File: config.mk
export PLATFORM = sky130hd
export DESIGN_NAME = spec_rob
export DESIGN_NICKNAME = d
export VERILOG_FILES = /design/src/rtl/rob_pkg.sv /design/src/rtl/rob_ptrs.sv /design/src/rtl/rob_slot.sv /design/src/rtl/spec_rob.sv
export SDC_FILE = /design/constraint.sdc
export NUM_CORES = 1
export LEC_CHECK = 0
export ABC_AREA = 1
export BUFFER_PORTS_ARGS = -buffer_cell sky130_fd_sc_hd__buf_2
export CAP_MARGIN = 0
export CELL_PAD_IN_SITES_DETAIL_PLACEMENT = 0
export CELL_PAD_IN_SITES_GLOBAL_PLACEMENT = 1
export CORE_UTILIZATION = 45
export CTS_CLUSTER_DIAMETER = 100
export DETAILED_ROUTE_END_ITERATION = 8
export GPL_ROUTABILITY_DRIVEN = 0
export PLACE_DENSITY_LB_ADDON = 0.1
export RECOVER_POWER = 50
export SETUP_SLACK_MARGIN = 0.02
export SYNTH_ARGS = -nofsm -noshare
export SYNTH_HDL_FRONTEND = slang
export SYNTH_SLANG_ARGS = --single-unit
File: constraint.sdc
create_clock -name clk -period 3.46 [get_ports clk]
set_input_delay 0.173 -clock clk [delete_from_list [all_inputs] [get_ports clk]]
set_output_delay 0.173 -clock clk [all_outputs]
set_load 0.005 [all_outputs]
File: src/rtl/rob_pkg.sv
package rob_pkg;
  typedef enum logic [1:0] {
    KIND_REG    = 2'd0,
    KIND_STORE  = 2'd1,
    KIND_BRANCH = 2'd2
  } rob_kind_e;
endpackage

File: src/rtl/rob_ptrs.sv
module rob_ptrs #(
  parameter int DEPTH = 16,
  localparam int IDX_W = $clog2(DEPTH),
  localparam int CNT_W = IDX_W + 1
) (
  input  logic             clk,
  input  logic             rst_n,
  input  logic             grant,
  input  logic             retire,
  input  logic             flush,
  output logic [IDX_W-1:0] head,
  output logic [IDX_W-1:0] tail,
  output logic             full,
  output logic             empty
);
  logic [IDX_W-1:0] head_n, tail_n;
  logic [CNT_W-1:0] cnt, cnt_n;

  always_comb begin
    head_n = head;
    tail_n = tail;
    cnt_n  = cnt;
    if (flush) begin
      head_n = '0;
      tail_n = '0;
      cnt_n  = '0;
    end else begin
      if (grant)  tail_n = tail + 1'b1;
      if (retire) head_n = head + 1'b1;
      case ({grant, retire})
        2'b10:   cnt_n = cnt + 1'b1;
        2'b01:   cnt_n = cnt - 1'b1;
        default: cnt_n = cnt;
      endcase
    end
  end

  always_ff @(posedge clk or negedge rst_n) begin
    if (!rst_n) begin
      head <= '0;
      tail <= '0;
      cnt  <= '0;
    end else begin
      head <= head_n;
      tail <= tail_n;
      cnt  <= cnt_n;
    end
  end

  assign full  = (cnt == CNT_W'(DEPTH));
  assign empty = (cnt == '0);
endmodule

File: src/rtl/rob_slot.sv
module rob_slot #(
  parameter int DATA_W = 32,
  parameter int DEST_W = 8
) (
  input  logic              clk,
  input  logic              rst_n,
  input  logic              alloc_en,
  input  logic [1:0]        alloc_kind,
  input  logic [DEST_W-1:0] alloc_dest,
  input  logic              wb_en,
  input  logic [DATA_W-1:0] wb_value,
  input  logic              wb_exc,
  input  logic              wb_misp,
  input  logic              free_en,
  output logic              valid,
  output logic              ready,
  output logic [1:0]        kind,
  output logic [DEST_W-1:0] dest,
  output logic [DATA_W-1:0] value,
  output logic              exc,
  output logic              misp
);
  logic valid_n, ready_n;

  always_comb begin
    valid_n = valid;
    ready_n = ready;
    if (free_en) begin
      valid_n = 1'b0;
      ready_n = 1'b0;
    end
    if (alloc_en) begin
      valid_n = 1'b1;
      ready_n = 1'b0;
    end
    if (wb_en) ready_n = 1'b1;
  end

  always_ff @(posedge clk or negedge rst_n) begin
    if (!rst_n) begin
      valid <= 1'b0;
      ready <= 1'b0;
    end else begin
      valid <= valid_n;
      ready <= ready_n;
    end
  end

  always_ff @(posedge clk) begin
    if (alloc_en) begin
      kind <= alloc_kind;
      dest <= alloc_dest;
    end
    if (wb_en) begin
      value <= wb_value;
      exc   <= wb_exc;
      misp  <= wb_misp;
    end
  end
endmodule

File: src/rtl/spec_rob.sv
module spec_rob #(
  parameter int DEPTH  = 16,
  parameter int DATA_W = 32,
  parameter int DEST_W = 8,
  localparam int IDX_W = $clog2(DEPTH)
) (
  input  logic              clk,
  input  logic              rst_n,
  input  logic              alloc_req,
  input  logic [1:0]        alloc_kind,
  input  logic [DEST_W-1:0] alloc_dest,
  input  logic              rs_free,
  output logic              alloc_grant,
  output logic [IDX_W-1:0]  alloc_tag,
  output logic              full,
  output logic              empty,
  input  logic              cdb_valid,
  input  logic [IDX_W-1:0]  cdb_tag,
  input  logic [DATA_W-1:0] cdb_value,
  input  logic              cdb_exc,
  input  logic              cdb_mispredict,
  input  logic [IDX_W-1:0]  lk_tag,
  output logic              lk_ready,
  output logic [DATA_W-1:0] lk_value,
  output logic              cm_valid,
  output logic [1:0]        cm_kind,
  output logic [DEST_W-1:0] cm_dest,
  output logic [DATA_W-1:0] cm_value,
  output logic              cm_exc,
  output logic              cm_reg_we,
  output logic              cm_mem_we,
  output logic              flush
);
  import rob_pkg::*;

  logic [DEPTH-1:0]  s_valid, s_ready, s_exc, s_misp;
  logic [1:0]        s_kind  [DEPTH];
  logic [DEST_W-1:0] s_dest  [DEPTH];
  logic [DATA_W-1:0] s_value [DEPTH];
  logic [IDX_W-1:0]  head, tail;
  logic              retire, head_done, squash;

  rob_ptrs #(.DEPTH(DEPTH)) u_ptrs (
    .clk(clk), .rst_n(rst_n), .grant(alloc_grant), .retire(retire),
    .flush(flush), .head(head), .tail(tail), .full(full), .empty(empty)
  );

  for (genvar i = 0; i < DEPTH; i++) begin : g_slot
    logic a_en, w_en, f_en;
    assign a_en = alloc_grant && (tail == IDX_W'(i));
    assign w_en = cdb_valid && (cdb_tag == IDX_W'(i)) && s_valid[i];
    assign f_en = flush || (retire && (head == IDX_W'(i)));
    rob_slot #(.DATA_W(DATA_W), .DEST_W(DEST_W)) u_slot (
      .clk(clk), .rst_n(rst_n),
      .alloc_en(a_en), .alloc_kind(alloc_kind), .alloc_dest(alloc_dest),
      .wb_en(w_en), .wb_value(cdb_value), .wb_exc(cdb_exc), .wb_misp(cdb_mispredict),
      .free_en(f_en),
      .valid(s_valid[i]), .ready(s_ready[i]), .kind(s_kind[i]), .dest(s_dest[i]),
      .value(s_value[i]), .exc(s_exc[i]), .misp(s_misp[i])
    );
  end

  // retirement from the oldest slot
  assign head_done = s_valid[head] && s_ready[head];
  assign retire    = !empty && head_done;
  assign cm_valid  = retire;
  assign cm_kind   = s_kind[head];
  assign cm_dest   = s_dest[head];
  assign cm_value  = s_value[head];
  assign cm_exc    = retire && s_exc[head];
  assign squash    = s_exc[head] || ((s_kind[head] == KIND_BRANCH) && s_misp[head]);
  assign flush     = retire && squash;
  assign cm_reg_we = retire && !squash && (s_kind[head] == KIND_REG);
  assign cm_mem_we = retire && !squash && (s_kind[head] == KIND_STORE);

  // issue side
  assign alloc_grant = alloc_req && rs_free && !full && !flush;
  assign alloc_tag   = tail;

  // operand lookup of speculative results
  assign lk_ready = s_valid[lk_tag] && s_ready[lk_tag];
  assign lk_value = lk_ready ? s_value[lk_tag] : '0;
endmodule

## Word-level counts from Yosys, hierarchy flattened

Index checks and enable logic that the tools add are counted.

- $add $sub $neg: 4
- Order comparisons: 4
- Equal/unequal tests: 50
- Muxes and demuxes: 95
- Bitwise operators: 2
- Reduce and logical (&&, ||, !) cells: 137

Operators with widths:

| cell | number |
|---|---|
| $bmux 32 s4 | 2 |
| $mux 32 | 5 |
| $eq 4x4->1 const B | 24 |
| $logic_and 1x1->1 | 76 |
| $mux 1 | 70 |
| $reduce_bool 3->1 | 17 |
| $eq 4x3->1 const B | 12 |
| $reduce_bool 2->1 | 18 |
| $bmux 8 s4 | 1 |
| $bmux 1 s4 | 6 |
| $eq 4x2->1 const B | 6 |
| $logic_or 1x1->1 | 17 |
| $mux 4 | 4 |
| $mux 8 | 2 |
| $eq 4x1->1 const B | 3 |
| $logic_not 4->1 | 3 |
| $ge 5x5->1 const B | 2 |
| $lt 4x5->1 const B | 2 |
| $not 4->5 | 2 |
| $pmux 5 s2 | 1 |
| $add 4x1->4 const B | 2 |
| $bmux 2 s4 | 1 |
| $add 5x1->5 const B | 1 |
| $eq 5x5->1 const B | 1 |
| 8 further kinds | 14 |

- Register bits after elaboration: 749
- Bits of input ports: 57
- Output and inout port bits: 87
- Word-level logic and storage cells: 407

## Logic depth before layout (Yosys ltp)

- Word-level depth: 13
- Depth in mapped cells: 20
- Mapped depth without buffers: 19

## Hierarchy

A second synthesis with hierarchy kept.

- Cells, all modules: 3,454
- Area, all modules: 34,872.2 um^2

By module, submodules not included:

| module | instances | cells each | area an instance (um^2) |
|---|---|---|---|
| rob_slot | 16 | 53 | 1,400.1 |
| spec_rob | 1 | 2,502 | 11,678.7 |
| rob_ptrs | 1 | 104 | 792.0 |

## Least setup slack after synthesis

Ideal clock, no wire load.

- Path type: register -> register
- Start point: register g_slot[1].u_slot.valid
- End point: register g_slot[1].u_slot.exc, enable pin
- Data arrival time: 2.806 ns
- Setup slack: 0.184 ns
- Stages on the path, launching flop included: 3
- Path buffers: 0
- Period minus slack after synthesis: 3.276 ns
- Path through: dfrtp_1 -> inv_1 -> nor3_1

- Word-level cells in the longest chain between the ends: 1

RTL lines:

| element | line | RTL |
|---|---|---|
| start: declaration | rob_slot.sv:15 | `output logic valid,` |
| start signal: assignment | rob_slot.sv:44 | `valid <= valid_n;` |
| $logic_and 1x1->1 | spec_rob.sv:51 | `assign w_en = cdb_valid && (cdb_tag == IDX_W'(i)) && s_valid[i];` |
| end signal: assignment | rob_slot.sv:56 | `exc <= wb_exc;` |
| end: declaration | rob_slot.sv:20 | `output logic exc,` |

Every way passes these cells.
A chain may end at the register's enable or synchronous reset.

## Final worst setup path

- Start point: register g_slot[14].u_slot.valid
- End point: output port lk_value[9]

- Word-level cells in the longest chain between the ends: 4

RTL lines:

| element | line | RTL |
|---|---|---|
| start: declaration | rob_slot.sv:15 |  |
| start signal: assignment | rob_slot.sv:44 |  |
| $bmux 1 s4 | spec_rob.sv:81 | `assign lk_ready = s_valid[lk_tag] && s_ready[lk_tag];` |
| $mux 1 (not written as such) | spec_rob.sv:81 |  |
| $logic_and 1x1->1 | spec_rob.sv:81 |  |
| $mux 32 | spec_rob.sv:82 | `assign lk_value = lk_ready ? s_value[lk_tag] : '0;` |
| end: declaration | spec_rob.sv:24 | `output logic [DATA_W-1:0] lk_value,` |

Every way passes these cells. The select of a mux whose other input is x is not followed.

==> impl_metrics.env <==
export IMPL_antenna_cells=0
export IMPL_rows=102
export IMPL_nets=3657
export IMPL_grt_usage_pct=28.16
export IMPL_drive_gt1_share_pct=9.061
export IMPL_n_fill_cell=7005
export IMPL_die_h_um=281.4
export IMPL_start_util_pct=45.41
export IMPL_slew_viol_final=29
export IMPL_drc=1
export IMPL_synth_common_cells="edfxtp_1, a21oi_1, o21ai_0, nand2_1, inv_1"
export IMPL_die_w_um=281.4
export IMPL_finClkSkew_ns=0.01918
export IMPL_p_int_w=0.01769
export IMPL_p_comb_share_pct=29.8
export IMPL_gr_total_overflow=0
export IMPL_syn_to_final_growth_pct=14.26
export IMPL_min_path_cells=6
export IMPL_async_flop_share_pct=6.008
export IMPL_grt_pass1_wl_um=166100
export IMPL_vias_per_cell=5.855
export IMPL_cts_sinks=749
export IMPL_synthesis_area_sq_um=35120
export IMPL_wl_um=113100
export IMPL_cts_buffers=83
export IMPL_synth_seq_cells=749
export IMPL_antenna_found_initial=5
export IMPL_synth_compound_gate_area_share_pct=20.32
export IMPL_max_freq_mhz=301.2
export IMPL_worstRegToRegCells=19
export IMPL_synth_most_common_cell="edfxtp_1"
export IMPL_p_per_area_nw_per_um2=679.3
export IMPL_insertion_delay_ns=0.65
export IMPL_switching_share_pct=35.11
export IMPL_placed_cell_area_sq_um=36970
export IMPL_synth_nets=3540
export IMPL_cp_startpoint="g_slot[14].u_slot.valid"
export IMPL_synth_top_family_by_area="compound AO/OA/AOI/OAI gates"
export IMPL_avgRoutedWirePerCell_um=24.11
export IMPL_violations="DRC, capacitance limit, slew limit"
export IMPL_switching_power_w=0.009570
export IMPL_reg2reg_from="u_ptrs.head[0]"
export IMPL_cts_clk_slew_worst_paths_ns=0.06
export IMPL_yosys_cell_types_count=35
export IMPL_ant_nets=0
export IMPL_synth_mux_area_share_pct=0
export IMPL_rsz0062_at_grt="false"
export IMPL_worstSetupEndpointType="primary output"
export IMPL_fin_setup_tns_ns=0
export IMPL_cp_arrival_ns=3.15
export IMPL_core_area_sq_um=77340
export IMPL_hold_path_startpoint="cdb_tag[3]"
export IMPL_io_pins=144
export IMPL_p_leak_nw=14.92
export IMPL_yosys_most_used_dff="edfxtp_1"
export IMPL_fin_crit_ns=3.320
export IMPL_critPathRequiredTime_ns=3.29
export IMPL_syn_avg_cell_area_sq_um=10.12
export IMPL_synth_yosys_seq_area_share_pct=63.40
export IMPL_final_util_pct=51.88
export IMPL_design_area_sq_um=40130
export IMPL_cts_htree_levels=3
export IMPL_peakVddDrop_mv=0.5642
export IMPL_slew_headroom_pct=-16.20
export IMPL_critPathLaunchType="flip-flop"
export IMPL_power_w=0.02726
export IMPL_dieArea_sq_um=79160
export IMPL_cts_path_max_buffers=3
export IMPL_synth_cells=3471
export IMPL_outcome="finished with violations"
export IMPL_crit_type="reg -> out"
export IMPL_synth_top_area_share_pct=60.20
export IMPL_synthAdderAreaFrac_pct=0.4489
export IMPL_cts_tree="done"
export IMPL_pwr_share_seq_pct=38.6
export IMPL_vias=27479
export IMPL_synth_area_top_cells="edfxtp_1, a21oi_1, o21ai_0"
export IMPL_hold_viol_final=0
export IMPL_post_cts_setup_buffers=0
export IMPL_min_path_type="in -> reg"
export IMPL_cts_root_buffer="clkbuf_16"
export IMPL_whs_ns=0.1575
export IMPL_maxCapViolations=1
export IMPL_yosysWarnings=0
export IMPL_tightest_slew_ns=1.743
export IMPL_grt_max_degree=155
export IMPL_period_share_pct=95.96
export IMPL_place_hpwl_um=61820
export IMPL_crit_fanout=14
export IMPL_p_clk_share_pct=31.6
export IMPL_port_buffers=143
export IMPL_setup_viol=0
export IMPL_yosysTopAreaCell="edfxtp_1"
export IMPL_grt_pass1_vias=26643
export IMPL_synthSimpleGateAreaFrac_pct=8.376
export IMPL_drt_iter0_drc=2939
export IMPL_synthXorXnorAreaFrac_pct=0.1247
export IMPL_drt_pass1_iterations=8
export IMPL_synth_edff_count=704
metal layers:
| layer | routed length (um) | vias to the layer above | GRT usage [%] |
|---|---|---|---|
| li1 | - | 12583 | - |
| met1 | 46790 | 13465 | 38.27 |
| met2 | 53750 | 1178 | 45.77 |
| met3 | 9009 | 245 | 4.491 |
| met4 | 3542 | 8 | 10.06 |
| met5 | 55 | - | 0 |
critical path: stages, from the launching register on:
cell and delay, ns:
dfrtp_1 0.32, inv_1 0.09, o311ai_0 0.46, nand3_1 0.27, nand3_1 0.15, nand2_2 0.14
buf_4 0.28, a211oi_1 0.56, buf_2 0.23
cell type report:
cell class	instances	area, sq um	area share, %
sequential	749	22270	55.51
multi-input combinational	2084	10330	25.76
clock buffer	101	2145	5.344
timing repair buffer	283	2100	5.232
inverter	387	1479	3.686
tap	1040	1301	3.243
clock inverter	49	494.2	1.232
cell usage in the layout (no fill, tap or decap), types with 5 or more instances in the layout:
cell / netlist / routed
edfxtp_1: 704 / 704
dlygate4sd3_1: 0 / 45
o22ai_1: 36 / 36
a211oi_1: 8 / 8
nor2_1: 166 / 166
bufinv_16: 0 / 5
ha_1: 11 / 11
o21ai_0: 569 / 569
nand2_1: 394 / 392
nor3_2: 0 / 10
o211ai_1: 61 / 61
nand4_1: 12 / 12
nor3_1: 41 / 31
clkbuf_1: 138 / 68
clkinv_1: 1 / 22
buf_2: 55 / 96
o21ai_1: 24 / 24
inv_1: 379 / 374
clkbuf_16: 0 / 85
buf_4: 19 / 72
clkinv_2: 0 / 13
nand3_1: 59 / 59
inv_2: 7 / 8
buf_12: 0 / 13
dfrtp_1: 45 / 43
a21oi_1: 596 / 596
a31oi_1: 55 / 55
or4_1: 32 / 32
metrics by stage:
| stage | instances | setup slack (ns) |
|---|---|---|
| floorplan | 3471 | 0.1844 |
| global placement | 4494 | 0.3588 |
| detailed placement | 4494 | 0.3191 |
| CTS | 4691 | 0.03836 |
| global route | 4693 | 0.02788 |
| finish | 4693 | 0.1397 |
kinds of logic after synthesis:
family / count (synthesis)
AOI/OAI and AO/OA: 1360
DFF: 749
and+or+nand+nor: 707
buffers and inverters: 638
adders and majority gates: 12
xor gates and xnor gates: 5
registers in the layout, indices dropped and copies added (netlist names):
name and count:
g_slot.u_slot.valid 16, g_slot.u_slot.dest 128, g_slot.u_slot.exc 16, u_ptrs.head 4, g_slot.u_slot.kind 32, g_slot.u_slot.ready 16, g_slot.u_slot.value 512, g_slot.u_slot.misp 16
u_ptrs.tail 4, u_ptrs.cnt 5
final timing paths:
| check | to | slack (ns) |
|---|---|---|
| setup / recovery | lk_value[9] | 0.14 |
| min in group asynchronous | g_slot[1].u_slot.valid | 0.55 |
| hold reg to reg | u_ptrs.cnt[0] | 0.53 |
| hold / removal | g_slot[5].u_slot.ready | 0.16 |
| max in group asynchronous | u_ptrs.head[1] | 1.09 |
| setup reg to reg | u_ptrs.cnt[4] | 0.28 |
what timing repair did:
action	in CTS	in global routing
gates resized for setup	8	7
hold buffers	45	0
cloned	2	2
setup endpoints to repair	32	12
hold endpoints to repair	731	0
power by group through the flow:
stage,registers (W),logic [W],clock network [W]
after floorplan,0.0106,0.00507,0
after global placement,0.0107,0.00751,0
after detailed placement,0.0107,0.00764,0
after CTS,0.0105,0.00800,0.00877
after global routing,0.0106,0.00889,0.00911
final,0.0105,0.00812,0.00862
Power figures use the tool's default switching activity.
